File: config.mk
export PLATFORM = sky130hd
export DESIGN_NAME = dbg_scan_dr
export DESIGN_NICKNAME = d
export VERILOG_FILES = /design/src/rtl/dscan_pkg.sv /design/src/rtl/dscan_shifter.sv /design/src/rtl/dscan_dp_regs.sv /design/src/rtl/dscan_ap_link.sv /design/src/rtl/dbg_scan_dr.sv
export SDC_FILE = /design/constraint.sdc
export NUM_CORES = 1
export LEC_CHECK = 0
export ABC_AREA = 1
export BUFFER_PORTS_ARGS = -buffer_cell sky130_fd_sc_hd__buf_2
export CAP_MARGIN = 20
export CORE_MARGIN = 2
export CORE_UTILIZATION = 58
export CTS_BUF_LIST = sky130_fd_sc_hd__clkbuf_4
export DETAILED_ROUTE_END_ITERATION = 8
export GPL_TIMING_DRIVEN = 1
export MAX_ROUTING_LAYER = met4
export PLACE_DENSITY = 0.82
export SYNTH_ARGS = -nofsm -noshare
export SYNTH_HDL_FRONTEND = slang
export SYNTH_SLANG_ARGS = --single-unit
File: constraint.sdc
create_clock -name clk -period 1.3 [get_ports clk]
set_input_delay 0.065 -clock clk [delete_from_list [all_inputs] [get_ports clk]]
set_output_delay 0.065 -clock clk [all_outputs]
set_load 0.05 [all_outputs]
File: src/rtl/dscan_pkg.sv
// Shared definitions for the debug scan data register.
// Assumes a 3-bit acknowledge/request header below a data word.
package dscan_pkg;
    localparam int HDR_W = 3;

    localparam logic [HDR_W-1:0] ACK_OK   = 3'b010;
    localparam logic [HDR_W-1:0] ACK_WAIT = 3'b001;

    // Local debug-port register numbers (address bits 3:2)
    typedef enum logic [1:0] {
        DPR_ZERO0  = 2'b00,
        DPR_ZERO1  = 2'b01,
        DPR_SELECT = 2'b10,
        DPR_RDBUF  = 2'b11
    } dpreg_e;
endpackage

File: src/rtl/dscan_shifter.sv
// Serial shift path: the wide access register plus a 1-bit bypass.
// Assumes strobes are one-cycle enables on clk and are mutually exclusive.
module dscan_shifter #(
    parameter int FW = 35
) (
    input  logic          clk,
    input  logic          rst_n,
    input  logic          scan_sel,
    input  logic          cap_en,
    input  logic          shift_en,
    input  logic [FW-1:0] cap_word,
    input  logic          tdi,
    output logic          tdo,
    output logic [FW-1:0] frame_q
);
    logic byp_q;

    // Access register: parallel load on capture, LSB-first shift otherwise
    always_ff @(posedge clk) begin
        if (!rst_n) begin
            frame_q <= '0;
        end else if (scan_sel) begin
            if (cap_en) begin
                frame_q <= cap_word;
            end else if (shift_en) begin
                frame_q <= {tdi, frame_q[FW-1:1]};
            end
        end
    end

    // Bypass register: used for every other instruction
    always_ff @(posedge clk) begin
        if (!rst_n) begin
            byp_q <= 1'b0;
        end else if (!scan_sel) begin
            if (cap_en) begin
                byp_q <= 1'b0;
            end else if (shift_en) begin
                byp_q <= tdi;
            end
        end
    end

    // Serial output follows the selected path
    assign tdo = scan_sel ? frame_q[0] : byp_q;
endmodule

File: src/rtl/dscan_dp_regs.sv
// Local debug-port registers: select state and the stored read result.
// Assumes dp_wr, dp_rd and ap_rd_done are never high in the same cycle.
module dscan_dp_regs
    import dscan_pkg::*;
#(
    parameter int DW     = 32,
    parameter int SEL_W  = 8,
    parameter int BANK_W = 4
) (
    input  logic              clk,
    input  logic              rst_n,
    input  logic              dp_wr,
    input  logic              dp_rd,
    input  logic [1:0]        addr,
    input  logic [DW-1:0]     wdata,
    input  logic              ap_rd_done,
    input  logic [DW-1:0]     ap_rd_data,
    output logic [SEL_W-1:0]  sel_ap,
    output logic [BANK_W-1:0] sel_bank,
    output logic [DW-1:0]     result
);
    localparam int BANK_LO = 4;
    localparam int MID_W   = DW - SEL_W - BANK_LO - BANK_W;

    logic [DW-1:0] sel_word;

    assign sel_word = {sel_ap, {MID_W{1'b0}}, sel_bank, {BANK_LO{1'b0}}};

    // Select register: written only through its own local address
    always_ff @(posedge clk) begin
        if (!rst_n) begin
            sel_ap   <= '0;
            sel_bank <= '0;
        end else if (dp_wr && (dpreg_e'(addr) == DPR_SELECT)) begin
            sel_ap   <= wdata[DW-1 -: SEL_W];
            sel_bank <= wdata[BANK_LO +: BANK_W];
        end
    end

    // Stored read result: fed by access-port reads and local reads
    always_ff @(posedge clk) begin
        if (!rst_n) begin
            result <= '0;
        end else if (ap_rd_done) begin
            result <= ap_rd_data;
        end else if (dp_rd) begin
            case (dpreg_e'(addr))
                DPR_SELECT: result <= sel_word;
                DPR_RDBUF:  result <= result;
                default:    result <= '0;
            endcase
        end
    end
endmodule

File: src/rtl/dscan_ap_link.sv
// Request/response link toward the access port; tracks one outstanding access.
// Assumes issue is never raised while busy and a response comes at least
// one cycle after its request.
module dscan_ap_link #(
    parameter int DW    = 32,
    parameter int SEL_W = 8,
    parameter int AAW   = 6
) (
    input  logic             clk,
    input  logic             rst_n,
    input  logic             issue,
    input  logic             issue_rnw,
    input  logic [SEL_W-1:0] issue_sel,
    input  logic [AAW-1:0]   issue_addr,
    input  logic [DW-1:0]    issue_wdata,
    input  logic             ap_rsp_valid,
    input  logic [DW-1:0]    ap_rsp_rdata,
    output logic             busy,
    output logic             ap_req_valid,
    output logic             ap_req_write,
    output logic [SEL_W-1:0] ap_req_sel,
    output logic [AAW-1:0]   ap_req_addr,
    output logic [DW-1:0]    ap_req_wdata,
    output logic             rd_done,
    output logic [DW-1:0]    rd_data
);
    logic pend_rd;

    // Request pulse and payload capture
    always_ff @(posedge clk) begin
        if (!rst_n) begin
            ap_req_valid <= 1'b0;
            ap_req_write <= 1'b0;
            ap_req_sel   <= '0;
            ap_req_addr  <= '0;
            ap_req_wdata <= '0;
        end else begin
            ap_req_valid <= issue;
            if (issue) begin
                ap_req_write <= ~issue_rnw;
                ap_req_sel   <= issue_sel;
                ap_req_addr  <= issue_addr;
                ap_req_wdata <= issue_wdata;
            end
        end
    end

    // Outstanding-transaction tracking
    always_ff @(posedge clk) begin
        if (!rst_n) begin
            busy    <= 1'b0;
            pend_rd <= 1'b0;
        end else if (issue) begin
            busy    <= 1'b1;
            pend_rd <= issue_rnw;
        end else if (ap_rsp_valid && busy) begin
            busy    <= 1'b0;
            pend_rd <= 1'b0;
        end
    end

    // Read completion forwarded to the result register
    assign rd_done = ap_rsp_valid & busy & pend_rd;
    assign rd_data = ap_rsp_rdata;
endmodule

File: src/rtl/dbg_scan_dr.sv
// Debug-port scan data register top: decodes the instruction, builds the
// capture word, and on update dispatches to local registers or the access port.
// Assumes the TAP controller gives exclusive one-cycle capture/shift/update
// strobes and holds ir_code steady across a scan.
module dbg_scan_dr
    import dscan_pkg::*;
#(
    parameter int              IR_W    = 4,
    parameter logic [IR_W-1:0] DP_INSN = 4'hA,
    parameter logic [IR_W-1:0] AP_INSN = 4'hB,
    parameter int              DW      = 32,
    parameter int              SEL_W   = 8,
    parameter int              BANK_W  = 4
) (
    input  logic              clk,
    input  logic              rst_n,
    input  logic [IR_W-1:0]   ir_code,
    input  logic              cap_en,
    input  logic              shift_en,
    input  logic              upd_en,
    input  logic              tdi,
    output logic              tdo,
    output logic              ap_req_valid,
    output logic              ap_req_write,
    output logic [SEL_W-1:0]  ap_req_sel,
    output logic [BANK_W+1:0] ap_req_addr,
    output logic [DW-1:0]     ap_req_wdata,
    input  logic              ap_rsp_valid,
    input  logic [DW-1:0]     ap_rsp_rdata
);
    localparam int FW  = DW + HDR_W;
    localparam int AAW = BANK_W + 2;

    logic              is_dp, is_ap, scan_sel;
    logic              busy, wait_q, upd_go;
    logic [FW-1:0]     frame_q, cap_word;
    logic              f_rnw;
    logic [1:0]        f_addr;
    logic [DW-1:0]     f_data;
    logic [SEL_W-1:0]  sel_ap;
    logic [BANK_W-1:0] sel_bank;
    logic [DW-1:0]     result;
    logic              rd_done;
    logic [DW-1:0]     rd_data;
    logic              dp_wr, dp_rd, ap_issue;

    // Instruction decode
    assign is_dp    = (ir_code == DP_INSN);
    assign is_ap    = (ir_code == AP_INSN);
    assign scan_sel = is_dp | is_ap;

    // Capture word: stored result above the acknowledge
    assign cap_word = {result, busy ? ACK_WAIT : ACK_OK};

    // Frame field split
    assign f_rnw  = frame_q[0];
    assign f_addr = frame_q[2:1];
    assign f_data = frame_q[FW-1:HDR_W];

    // Remember whether this scan's capture reported wait
    always_ff @(posedge clk) begin
        if (!rst_n) begin
            wait_q <= 1'b0;
        end else if (cap_en && scan_sel) begin
            wait_q <= busy;
        end
    end

    // Update dispatch
    assign upd_go   = upd_en & scan_sel & ~wait_q;
    assign dp_wr    = upd_go & is_dp & ~f_rnw;
    assign dp_rd    = upd_go & is_dp & f_rnw;
    assign ap_issue = upd_go & is_ap;

    dscan_shifter #(.FW(FW)) u_shift (
        .clk      (clk),
        .rst_n    (rst_n),
        .scan_sel (scan_sel),
        .cap_en   (cap_en),
        .shift_en (shift_en),
        .cap_word (cap_word),
        .tdi      (tdi),
        .tdo      (tdo),
        .frame_q  (frame_q)
    );

    dscan_dp_regs #(.DW(DW), .SEL_W(SEL_W), .BANK_W(BANK_W)) u_regs (
        .clk        (clk),
        .rst_n      (rst_n),
        .dp_wr      (dp_wr),
        .dp_rd      (dp_rd),
        .addr       (f_addr),
        .wdata      (f_data),
        .ap_rd_done (rd_done),
        .ap_rd_data (rd_data),
        .sel_ap     (sel_ap),
        .sel_bank   (sel_bank),
        .result     (result)
    );

    dscan_ap_link #(.DW(DW), .SEL_W(SEL_W), .AAW(AAW)) u_link (
        .clk          (clk),
        .rst_n        (rst_n),
        .issue        (ap_issue),
        .issue_rnw    (f_rnw),
        .issue_sel    (sel_ap),
        .issue_addr   ({sel_bank, f_addr}),
        .issue_wdata  (f_data),
        .ap_rsp_valid (ap_rsp_valid),
        .ap_rsp_rdata (ap_rsp_rdata),
        .busy         (busy),
        .ap_req_valid (ap_req_valid),
        .ap_req_write (ap_req_write),
        .ap_req_sel   (ap_req_sel),
        .ap_req_addr  (ap_req_addr),
        .ap_req_wdata (ap_req_wdata),
        .rd_done      (rd_done),
        .rd_data      (rd_data)
    );
endmodule

### Yosys cells after proc, flatten, opt, wreduce, memory -nomap -nowiden

Index checks and enable logic that the tools add are counted.

| word-level totals | value |
|---|---|
| bits in registers | 131 |
| output and inout port bits | 49 |
| bits of input ports | 43 |

| cells by class | value |
|---|---|
| muxes and demuxes | 12 |
| reduce and logical (&&, ||, !) cells | 9 |
| equality and inequality tests | 5 |
| bitwise logic cells | 12 |

Operator list:

| operator | count |
|---|---|
| $mux W35 | 2 |
| $mux W32 | 2 |
| $pmux W32 S2 | 1 |
| $and A1 B1 Y1 | 8 |
| $eq A4 B4 Y1 const B | 2 |
| $mux W1 | 6 |
| $reduce_and A2 Y1 | 3 |
| $reduce_bool A2 Y1 | 3 |
| $eq A2 B2 Y1 const B | 2 |
| $logic_and A1 B1 Y1 | 3 |
| $not A1 Y1 | 3 |
| $mux W2 | 1 |
| $ne A2 B2 Y1 const B | 1 |
| $or A1 B1 Y1 | 1 |

### Longest topological paths before layout

| depth | value |
|---|---|
| depth in word-level cells | 8 |
| depth in mapped cells | 8 |

### By module

A second synthesis with hierarchy kept.

| second synthesis, totals | value |
|---|---|
| cell total of the unflattened synthesis | 857 |
| area, all modules | 5938.2 sq um |

By module, submodules not included:

| module | cells each | area each (sq um) | seq. area each (sq um) | times used |
|---|---|---|---|---|
| dscan_ap_link | 249 | 1974.4 | 1001.0 | 1 |
| dscan_dp_regs | 276 | 1966.9 | 880.8 | 1 |
| dscan_shifter | 312 | 1881.8 | 720.7 | 1 |
| dbg_scan_dr | 20 | 115.1 | 20.0 | 1 |

### Worst setup path after synthesis

Ideal clock, no wire load.

| timing path | value |
|---|---|
| kind | reg-to-output |
| from | reg u_shift.frame_q[0] |
| to | out tdo |
| arrival | 1503 ps |
| data required time | 1235 ps |
| stages on the path, launching flop included | 3 |
| setup slack | -268 ps |
| buffers on the path | 0 |
| path through | dfxtp_1 inv_1 o21ai_0 |

| between the ends | value |
|---|---|
| word-level cells in the longest chain between the ends | 1 |

RTL lines:

| element | RTL line | RTL |
|---|---|---|
| start: declaration | dscan_shifter.sv:14 | `output logic [FW-1:0] frame_q` |
| start signal: assignment | dscan_shifter.sv:24 | `frame_q <= cap_word;` |
| start signal: assignment | dscan_shifter.sv:26 | `frame_q <= {tdi, frame_q[FW-1:1]};` |
| $mux W1 | dscan_shifter.sv:45 | `assign tdo = scan_sel ? frame_q[0] : byp_q;` |
| end: declaration | dbg_scan_dr.sv:22 | `output logic tdo,` |

Every way passes these cells.

### Worst setup path in the final report

| timing path | value |
|---|---|
| from | reg u_link.pend_rd |
| to | reg u_regs.result[0] |

| between the ends | value |
|---|---|
| word-level cells in the longest chain between the ends | 3 |
| elaborated cells between the ends (all ways) | 5 |

RTL lines:

| element | RTL line | RTL |
|---|---|---|
| start: declaration | dscan_ap_link.sv:27 | `logic pend_rd;` |
| start signal: assignment | dscan_ap_link.sv:55 | `pend_rd <= issue_rnw;` |
| $and A1 B1 Y1 * | dscan_ap_link.sv:63 | `assign rd_done = ap_rsp_valid & busy & pend_rd;` |
| $ne A2 B2 Y1 (no line) / $reduce_bool A2 Y1 (equally long branches) | n/a |  |
| $reduce_and A2 Y1 (no line) | n/a |  |
| end signal: assignment | dscan_dp_regs.sv:45 | `result <= ap_rd_data;` |
| end signal: assignment | dscan_dp_regs.sv:48 | `DPR_SELECT: result <= sel_word;` |
| end signal: assignment | dscan_dp_regs.sv:49 | `DPR_RDBUF: result <= result;` |
| end: declaration | dscan_dp_regs.sv:20 | `output logic [DW-1:0] result` |

Every way passes the cells marked *; elsewhere a longest branch is shown, timed or not.
A chain may end at the register's enable or synchronous reset.

==> qor.yml <==
cts:
  ctsHtreeMaxLevel: 4
  cts_tree: "yes"
  clkSlewWorstSetupHoldPaths_ns: 0.14
  insertion_delay_ns: 0.56
  numClockSinks: 131
  cts_made_buffers: 17
  cts_root_buffer: "clkbuf_4"
  cts_buffer_depth: 2
timing:
  period_share_pct: 115.2
  max-slew-margin-rel_pct: 68.61
  rsz0062_at_grt: "yes"
  finalHoldViolations: 0
  setup_violations: 98
  fin_crit_ns: 1.498
  slew_viol_final: 0
  tightest_slew_ns: 0.4701
  fmax_mhz: 667.6
  setup_ws_ns: -0.1979
  clock_skew_ns: 0.02490
  setup_tns_ns: -10.57
setup_path:
  start_kind: "flip-flop"
  arrival_ns: 1.95
  r2r-start: "u_link.pend_rd"
  path_class: "reg -> reg"
  critPathMaxFanout: 18
  timing.rr.end: "u_regs.result[0]"
  r2r_setup_slack_ns: -0.20
  reg2reg_depth: 5
  worstPathRequired_ns: 1.75
  crit_path_end_kind: "flip-flop"
global_route:
  grt_max_degree: 46
  grt_remaining_overflow: 0
  first_global_vias: 5483
  grt_pass1_wl_um: 25530
  antenna_found_initial: 0
  grt_usage_pct: 32.92
worst_hold_path:
  hp-start: "upd_en"
  hold_depth: 7
  min_to: "u_link.ap_req_addr[2]"
  hold_class: "in -> reg"
die:
  rows: 35
  start_util_pct: 59.45
  chipHeight_um: 100.9
  coreArea_um2: 9153
  die-area_um2: 10170
  die_w_um: 100.9
  ios: 92
yosys:
  synth_warnings: 0
  yosysUniqueCellTypes: 20
  synth_area_um2: 5441
  synth_nets: 798
  syn_inst: 755
  ys_ff_latch: 131
  synth-adder-area-share_pct: 0
  synth_xor_area_share_pct: 0
  synth-simple-area-share_pct: 24.76
  syn_area_per_cell_um2: 7.207
  ys_seq_area_share_pct: 48.19
  synth_compound_area_share_pct: 17.20
  synth_mux_area_share_pct: 0
  synth_top_family_by_area: "simple AND/OR/NAND/NOR gates"
finish:
  syn2layout_area_growth_pct: 48.24
  num-nets-final: 941
  layout_common_cells: "dfxtp_1 (122), nand2_1 (109), nand3_1 (78)"
  diodes: 0
  drive_above_1_share_pct: 36.44
  layout_commonest_cell: "dfxtp_1"
  postLayoutCoreUtil_pct: 88.13
placement:
  dp_worst_setup_slack_ns: -0.04577
  io_buffer_count: 91
  hpwl_um: 9298
  gp_congestion: 0.9019
status:
  violations: "negative setup slack"
  outcome: "finished, violations left"
drt:
  post_drt_via_cell_ratio: 6.572
  final_antenna_net_count: 0
  routedWlPerCell_um: 22.37
  dr.first_iter.drc_count: 1055
  remaining_drc_errors: 0
  first_pass_iters: 8
  num_vias: 6717
  routed_wl_um: 22860
pwr:
  total_power_w: 0.008119
  power.leakage_nw: 3.214
  power.density_nw_per_um2: 1006
  ir_drop_mv: 1.156
run:
  maxCapViolations: 0
-- synthesized netlist by cell type --
cell | n | area share (%)
a211oi_1 | 2 | 0.28
a21oi_1 | 117 | 11
buf_1 | 1 | 0.069
buf_2 | 26 | 2.4
buf_4 | 3 | 0.41
buf_6 | 4 | 0.83
clkbuf_1 | 24 | 1.7
dfxtp_1 | 131 | 48
inv_1 | 62 | 4.3
inv_2 | 3 | 0.21
nand2_1 | 173 | 12
nand3_1 | 94 | 8.6
nand3_2 | 1 | 0.18
nand3_4 | 1 | 0.32
nand4_4 | 1 | 0.39
nor2_1 | 43 | 3.0
nor2_2 | 1 | 0.12
nor2_4 | 1 | 0.21
o21ai_0 | 66 | 6.1
o21ai_1 | 1 | 0.092
-- timing repair --
item | in CTS | in global routing
buffers inserted | 6 | 3
gates cloned | 2 | 8
gates resized for setup | 21 | 284
endpoints found under the setup margin | 81 | 119
endpoints found under the hold margin | 57 | 0
hold buffers | 42 | 0
pin swaps | 3 | 13
-- stage by stage --
step           cells  instance area (µm²)  hold WS (ns)
2_1_floorplan    755                 5441        0.2133
3_3_place_gp     929                 6067        0.3193
3_5_place_dp     929                 6067        0.3254
4_1_cts         1011                 6970        0.1791
5_1_grt         1022                 8066        0.2209
6_report        1022                 8066        0.2195
-- cell families (layout without fill, tap and decap cells) --
family          count (synthesis)  count (layout)
simple gates                  315             315
compound gates                186             186
flops                         131             131
buf+inv                       123             279
-- routing by layer --
| layer | track usage, % | up-vias | part of all wire, % |
|---|---|---|---|
| met5 | - | - | 0 |
| met1 | 38.20 | 3043 | 33 |
| met3 | 7.906 | 223 | 13 |
| li1 | - | 2751 | - |
| met4 | 16.23 | 0 | 8.2 |
| met2 | 53.38 | 700 | 46 |
-- layout make-up --
cell class	instances	area [µm²]
Inverter	65	244.0
Tap cell	111	138.9
Multi-Input combinational cell	501	3017
Clock inverter	15	195.2
Clock buffer	17	127.6
Fill cell	369	1086
Sequential cell	131	2634
Timing Repair Buffer	182	1710
-- worst max-delay path by stage --
stage / startpoint / end / slack (ns)
finish: u_link.pend_rd / u_regs.result[0] / -0.20
global route: wait_q / u_regs.result[31] / -0.23
CTS: u_shift.frame_q[0] / tdo / -0.11
detailed placement: wait_q / u_regs.result[26] / -0.05
global placement: wait_q / u_link.pend_rd / 0.02
floorplan: u_shift.frame_q[0] / tdo / 0.11
-- report_power, final --
group | switching, W | internal [W]
combinational | 0.000454 | 0.000286
clock | 0.00185 | 0.00139
sequential | 0.0000550 | 0.00408
-- sequential cells by signal, summed over array words and instances (netlist names) --
| name | flops |
|---|---|
| u_shift.frame_q | 35 |
| u_link.ap_req_wdata | 32 |
| u_regs.result | 32 |
| u_link.ap_req_sel | 8 |
| u_regs.sel_ap | 8 |
| u_link.ap_req_addr | 6 |
| u_regs.sel_bank | 4 |
| u_link.ap_req_valid | 1 |
| u_link.ap_req_write | 1 |
| u_link.busy | 1 |
| u_link.pend_rd | 1 |
| u_shift.byp_q | 1 |
| wait_q | 1 |
-- critical path, cell delays in order (launching register included) --
cell and delay, ns:
dfxtp_1 0.48, nand3_4 0.16, inv_1 0.15, buf_6 0.22, nand2_1 0.10, a21oi_1 0.28
Note: power is estimated with default switching activity, not from simulation.
